<file path="config.mk">
export PLATFORM = sky130hd
export DESIGN_NAME = phy_tport_seq
export DESIGN_NICKNAME = d
export VERILOG_FILES = /design/src/rtl/tport_pkg.sv /design/src/rtl/tport_pacer.sv /design/src/rtl/tport_stepper.sv /design/src/rtl/tport_drive.sv /design/src/rtl/phy_tport_seq.sv
export SDC_FILE = /design/constraint.sdc
export NUM_CORES = 1
export LEC_CHECK = 0
export BUFFER_PORTS_ARGS = -buffer_cell sky130_fd_sc_hd__buf_2
export CAP_MARGIN = 40
export CORE_UTILIZATION = 45
export CTS_CLUSTER_DIAMETER = 60
export CTS_CLUSTER_SIZE = 28
export DETAILED_ROUTE_END_ITERATION = 6
export PLACE_DENSITY = 0.66
export SETUP_SLACK_MARGIN = 0.4
export SLEW_MARGIN = 0
export SYNTH_ARGS = -nofsm -noshare
export SYNTH_HDL_FRONTEND = slang
export SYNTH_SLANG_ARGS = --single-unit
</file>
<file path="constraint.sdc">
create_clock -name clk -period 3.6 [get_ports clk]
set_input_delay 0.36 -clock clk [delete_from_list [all_inputs] [get_ports clk]]
set_output_delay 0.36 -clock clk [all_outputs]
set_load 0.005 [all_outputs]
</file>
<file path="src/rtl/tport_pkg.sv">
package tport_pkg;
  localparam int BYTE_W = 8;

  localparam logic OP_WRITE = 1'b0;
  localparam logic OP_CLEAR = 1'b1;

  typedef enum logic [3:0] {
    ST_IDLE,
    ST_C_LO0,
    ST_C_HI,
    ST_C_LO1,
    ST_W_SETUP,
    ST_W_CODE,
    ST_W_LATCH,
    ST_W_DATA,
    ST_W_COMMIT
  } tport_step_e;

  typedef struct packed {
    logic              clk;
    logic              en;
    logic              clr;
    logic [BYTE_W-1:0] din;
  } tport_pins_t;

  localparam tport_pins_t PINS_REST = '{clk: 1'b1, en: 1'b0, clr: 1'b0, din: '0};
endpackage

</file>
<file path="src/rtl/tport_pacer.sv">
module tport_pacer #(
  parameter int DIV_W = 8
) (
  input  logic             clk,
  input  logic             rst_n,
  input  logic             load,
  input  logic [DIV_W-1:0] div_in,
  input  logic             run,
  output logic             step_end
);
  localparam logic [DIV_W-1:0] MIN_DIV = DIV_W'(2);

  logic [DIV_W-1:0] lim_q;
  logic [DIV_W-1:0] cnt_q;

  assign step_end = run && (cnt_q == lim_q - DIV_W'(1));

  always_ff @(posedge clk) begin
    if (!rst_n) begin
      lim_q <= MIN_DIV;
      cnt_q <= '0;
    end else if (load) begin
      lim_q <= (div_in < MIN_DIV) ? MIN_DIV : div_in;
      cnt_q <= '0;
    end else if (run) begin
      cnt_q <= step_end ? '0 : cnt_q + DIV_W'(1);
    end
  end

  // the step counter never runs past the latched step length
  a_r6_cnt_in_range: assert property (@(posedge clk) disable iff (!rst_n)
    run |-> (cnt_q < lim_q));
  // the latched length is never below two clocks
  a_r6_min_len: assert property (@(posedge clk) disable iff (!rst_n)
    lim_q >= MIN_DIV);
endmodule

</file>
<file path="src/rtl/tport_stepper.sv">
module tport_stepper
  import tport_pkg::*;
(
  input  logic        clk,
  input  logic        rst_n,
  input  logic        accept,
  input  logic        op,
  input  logic        step_end,
  output tport_step_e state_d,
  output logic        busy
);
  tport_step_e state_q;

  always_comb begin
    state_d = state_q;
    if (accept) begin
      state_d = (op == OP_CLEAR) ? ST_C_LO0 : ST_W_SETUP;
    end else if (step_end) begin
      case (state_q)
        ST_C_LO0:    state_d = ST_C_HI;
        ST_C_HI:     state_d = ST_C_LO1;
        ST_C_LO1:    state_d = ST_IDLE;
        ST_W_SETUP:  state_d = ST_W_CODE;
        ST_W_CODE:   state_d = ST_W_LATCH;
        ST_W_LATCH:  state_d = ST_W_DATA;
        ST_W_DATA:   state_d = ST_W_COMMIT;
        ST_W_COMMIT: state_d = ST_IDLE;
        default:     state_d = ST_IDLE;
      endcase
    end
  end

  always_ff @(posedge clk) begin
    if (!rst_n) state_q <= ST_IDLE;
    else        state_q <= state_d;
  end

  assign busy = (state_q != ST_IDLE);

  // a step entered while busy is held for at least one more cycle
  a_r6_step_hold: assert property (@(posedge clk) disable iff (!rst_n)
    (!$stable(state_q) && busy) |=> $stable(state_q));
  // a sequence ends only through its final step
  a_r7_exit_path: assert property (@(posedge clk) disable iff (!rst_n)
    ($fell(busy)) |-> ($past(state_q) == ST_C_LO1 || $past(state_q) == ST_W_COMMIT));
endmodule

</file>
<file path="src/rtl/tport_drive.sv">
module tport_drive
  import tport_pkg::*;
(
  input  logic              clk,
  input  logic              rst_n,
  input  tport_step_e       state_d,
  input  logic [BYTE_W-1:0] code,
  input  logic [BYTE_W-1:0] data,
  output tport_pins_t       pins
);
  tport_pins_t pins_d;

  always_comb begin
    pins_d = PINS_REST;
    case (state_d)
      ST_C_HI:     pins_d.clr = 1'b1;
      ST_W_CODE:   begin pins_d.en = 1'b1; pins_d.din = code; end
      ST_W_LATCH:  begin pins_d.clk = 1'b0; pins_d.en = 1'b1; pins_d.din = code; end
      ST_W_DATA:   begin pins_d.clk = 1'b0; pins_d.din = data; end
      ST_W_COMMIT: pins_d.din = data;
      default:     pins_d = PINS_REST;
    endcase
  end

  always_ff @(posedge clk) begin
    if (!rst_n) pins <= PINS_REST;
    else        pins <= pins_d;
  end

  // the code is latched on a falling clock only with enable high
  a_r5_fall_with_en: assert property (@(posedge clk) disable iff (!rst_n)
    $fell(pins.clk) |-> pins.en);
  // the data is committed on a rising clock only with enable low
  a_r5_rise_without_en: assert property (@(posedge clk) disable iff (!rst_n)
    $rose(pins.clk) |-> !pins.en);
  // enable drops only while the clock is low
  a_r5_en_drop_low: assert property (@(posedge clk) disable iff (!rst_n)
    $fell(pins.en) |-> !pins.clk);
  // the bus is steady across every test clock edge
  a_r5_din_steady: assert property (@(posedge clk) disable iff (!rst_n)
    ($fell(pins.clk) || $rose(pins.clk)) |-> $stable(pins.din));
  // clear only with clock high, enable low and a quiet bus
  a_r5_clr_quiet: assert property (@(posedge clk) disable iff (!rst_n)
    pins.clr |-> (pins.clk && !pins.en && pins.din == '0));
endmodule

</file>
<file path="src/rtl/phy_tport_seq.sv">
module phy_tport_seq
  import tport_pkg::*;
#(
  parameter int DIV_W = 8
) (
  input  logic              clk,
  input  logic              rst_n,
  input  logic [DIV_W-1:0]  step_div,
  input  logic              req_valid,
  output logic              req_ready,
  input  logic              req_op,
  input  logic [BYTE_W-1:0] req_code,
  input  logic [BYTE_W-1:0] req_data,
  output logic              tst_clk,
  output logic              tst_en,
  output logic              tst_clr,
  output logic [BYTE_W-1:0] tst_din
);
  logic              busy;
  logic              accept;
  logic              step_end;
  tport_step_e       state_d;
  tport_pins_t       pins;
  logic [BYTE_W-1:0] code_q;
  logic [BYTE_W-1:0] data_q;

  assign req_ready = !busy;
  assign accept    = req_valid && req_ready;

  always_ff @(posedge clk) begin
    if (!rst_n) begin
      code_q <= '0;
      data_q <= '0;
    end else if (accept) begin
      code_q <= req_code;
      data_q <= req_data;
    end
  end

  tport_pacer #(.DIV_W(DIV_W)) u_pacer (
    .clk      (clk),
    .rst_n    (rst_n),
    .load     (accept),
    .div_in   (step_div),
    .run      (busy),
    .step_end (step_end)
  );

  tport_stepper u_stepper (
    .clk      (clk),
    .rst_n    (rst_n),
    .accept   (accept),
    .op       (req_op),
    .step_end (step_end),
    .state_d  (state_d),
    .busy     (busy)
  );

  tport_drive u_drive (
    .clk     (clk),
    .rst_n   (rst_n),
    .state_d (state_d),
    .code    (code_q),
    .data    (data_q),
    .pins    (pins)
  );

  assign tst_clk = pins.clk;
  assign tst_en  = pins.en;
  assign tst_clr = pins.clr;
  assign tst_din = pins.din;

  // ready drops on the acceptance edge
  a_r7_ready_drop: assert property (@(posedge clk) disable iff (!rst_n)
    (req_valid && req_ready) |=> !req_ready);
  // while idle the port stays at rest
  a_r2_idle_rest: assert property (@(posedge clk) disable iff (!rst_n)
    req_ready |-> (tst_clk && !tst_en && !tst_clr && tst_din == '0));
endmodule

</file>
==> metrics <==
highest clock rate=0.330 GHz; min cycle time layout=3.03 ns; buffer count from post-CTS setup fixing=0; # nets final=345; critical path data arrival time=3.20 ns; die width=73.7 microns; via count=1926; routability cong.=0.849; Fin Setup TNS=0 ns; Post-Place Cells=373; EDFF count, synth=0; R2R cell count=9; area grow syn2layout=16.8%; Reg-to-Reg End=u_drive.pins[6]; Clock Skew=0.00917 ns; Initial Util=47.8%; HPWL after DPL=3.62 mm; Routed Antenna Nets=0; Via-to-Cell Ratio=5.06; Clock Pin Slew Worst Setup and Hold Paths=0.10 ns; setup violators final=0; Power Total=1.27 mW; non-filler cells, final=381; initial antenna violation count=0; CTS Buf Count=5; GRT Total Usage=20.0%; RSZ-0062 raised after global routing=false; max-slew violations=0; final core utilization=55.8%; largest net degree at the start of global routing=28; gr ovfl total=0; Synth Instances=274; Routed WL per cell=13.3 microns; first-pass GRT wire length=8.24 mm; endpoints failing hold=0; CP startpoint=u_pacer.lim_q[0]; wirelength, routed=5.06 mm; worst skew pair latency=0.30 ns; Boundary Pins=40; Core Region=4850 sq um; average cell area after synthesis=8.45 sq um; Synth Net Count=306; H-tree Lvls=2; Hold Path Class=in2reg; leak pwr=1.11 nW; number of global-route vias before repair=1805; post-synthesis sequential area ratio=44.1%; Critical Path End Type=flip-flop; register-to-register setup slack=0.57 ns; crit path max fanout=9; 1st-iter DRT viols=77; beginning of the worst hold path=req_code[2]; crit path kind=reg2reg; CTS tree=built; Syn. warnings=0; Slew HR=64.8%; Final Cycle Share=84.2%; FF+latch count, synth=51; drc violations=0; Mapped Area=2320 sq um; layout cell share with drive strength beyond 1=19.7%; Pwr Density=468 nW/um^2; asr flop ratio synth=0%; worst slew pin tran=0.514 ns; # diodes=0; Clock Path Buffers=2; TritonRoute pass-1 iters=4; total die area=5440 sq um; Die H=73.7 microns; Cell Rows=25; Startpoint Class=flip-flop; CTS Root Buffer Type=clkbuf_8; Reg2Reg Launch Point=u_pacer.lim_q[0]; prevailing post-synth register cell=dfxtp_1; status=completed; CTS sink count=51; Max-cap violations=0; WHS Endpoint=code_q[2]; worst path required time=3.77 ns; Synth cell types=46; hold depth=3; Port-buffer cells=39; VDD IR max=0.224 mV
==> flip-flops by register name, indices dropped and copies added (netlist names), named ones only <==
register and cells:
u_drive.pins 11, code_q 8, data_q 8, u_pacer.cnt_q 8, u_pacer.lim_q 8, u_stepper.state_q 4
==> Yosys cell counts (all sizes together) (4+ instances only) <==
library cell,instances,share of area (%)
clkbuf,6,0.97
xnor2,4,1.5
nor2,17,2.8
and3,4,1.1
nand2,52,8.4
xor2,10,3.8
buf,5,1.5
nand2b,4,1.4
nand4,5,1.4
dfxtp,51,44
nor3,5,1.7
a21oi,30,6.5
mux2i,5,2.3
inv,25,4.1
nand3,4,1.1
and2,5,1.4
ha,4,2.2
o32ai,8,3.0
==> stage by stage <==
step / hold WS [ns] / setup WS, ns / area [sq um]
after global routing: 0.270 / 0.372 / 2710
final: 0.283 / 0.569 / 2710
after detailed placement: 0.447 / 0.667 / 2570
after CTS: 0.273 / 0.610 / 2700
after floorplan: 0.434 / 1.08 / 2320
after global placement: 0.443 / 0.729 / 2560
==> cell families (layout without fill, tap and decap cells) <==
| group | after synthesis | after routing | share of synthesized area [%] |
|---|---|---|---|
| and+or+nand+nor | 108 | 108 | 22.9 |
| AOI/OAI and AO/OA | 54 | 54 | 15.7 |
| DFF | 51 | 51 | 44.1 |
| buffers and inverters | 36 | 76 | 6.54 |
| xor gates and xnor gates | 14 | 14 | 5.29 |
| muxes | 7 | 7 | 3.30 |
| adders and majority gates | 4 | 4 | 2.16 |
==> routing by layer <==
metal  vias to the layer above  GRT usage [%]  part of all wire (%)
li1                       1008              -                     -
met1                       876           26.3                    48
met2                        40           32.1                    48
met3                         2           5.35                   3.7
met4                         0           6.20                  0.57
met5                         -              0                     0
==> power breakdown <==
group / switching (mW) / internal (mW) / total, mW
clock network: 0.194 / 0.229 / 0.423
logic: 0.131 / 0.0881 / 0.220
registers: 0.0269 / 0.597 / 0.624
total: 0.352 / 0.914 / 1.27
==> worst max-delay path by stage <==
stage                     slack [ns]               to
after CTS                       0.61  u_drive.pins[6]
after global routing            0.37  u_drive.pins[3]
after detailed placement        0.67  u_drive.pins[0]
after global placement          0.73  u_drive.pins[7]
after floorplan                 1.08  u_drive.pins[0]
final                           0.57  u_drive.pins[6]
==> final cells by class <==
class	instances	area, sq um
clock buffer	6	82.6
tap	67	83.8
fill	454	2140
timing repair buffer	43	233
sequential	51	1020
multi-input combinational	187	1150
clock inverter	2	38.8
inverter	25	93.8
==> worst max-delay path, cell delays in order (launching register included) <==
cell and delay (ns):
dfxtp_1 0.40, inv_1 0.08, ha_1 0.24, nand2b_1 0.17, o211a_1 0.14, o31a_1 0.27
nor3_2 0.46, mux2i_1 0.54, mux2i_4 0.48, o32ai_1 0.12
==> cells in the final DEF, fill, tap and decap left out, drive strengths merged, types with 2 or more instances in the layout <==
| master | Yosys | final |
|---|---|---|
| a21oi | 30 | 30 |
| and2 | 5 | 5 |
| and3 | 4 | 4 |
| and4 | 2 | 2 |
| buf | 5 | 43 |
| clkbuf | 6 | 6 |
| dfxtp | 51 | 51 |
| ha | 4 | 4 |
| inv | 25 | 26 |
| mux2 | 2 | 2 |
| mux2i | 5 | 5 |
| nand2 | 52 | 52 |
| nand2b | 4 | 4 |
| nand3 | 4 | 4 |
| nand4 | 5 | 5 |
| nand4b | 2 | 2 |
| nor2 | 17 | 17 |
| nor3 | 5 | 5 |
| nor4 | 2 | 2 |
| o211a | 2 | 2 |
| o22a | 2 | 2 |
| o22ai | 2 | 2 |
| o31ai | 3 | 3 |
| o32ai | 8 | 8 |
| or3 | 3 | 3 |
| xnor2 | 4 | 4 |
| xor2 | 10 | 10 |
==> what timing repair did <==
action,4_1_cts,5_1_grt
setup endpoints to repair,0,6
hold buffers,0,0
gates resized for setup,0,1
No activity file was read; power rests on OpenSTA's default activity.
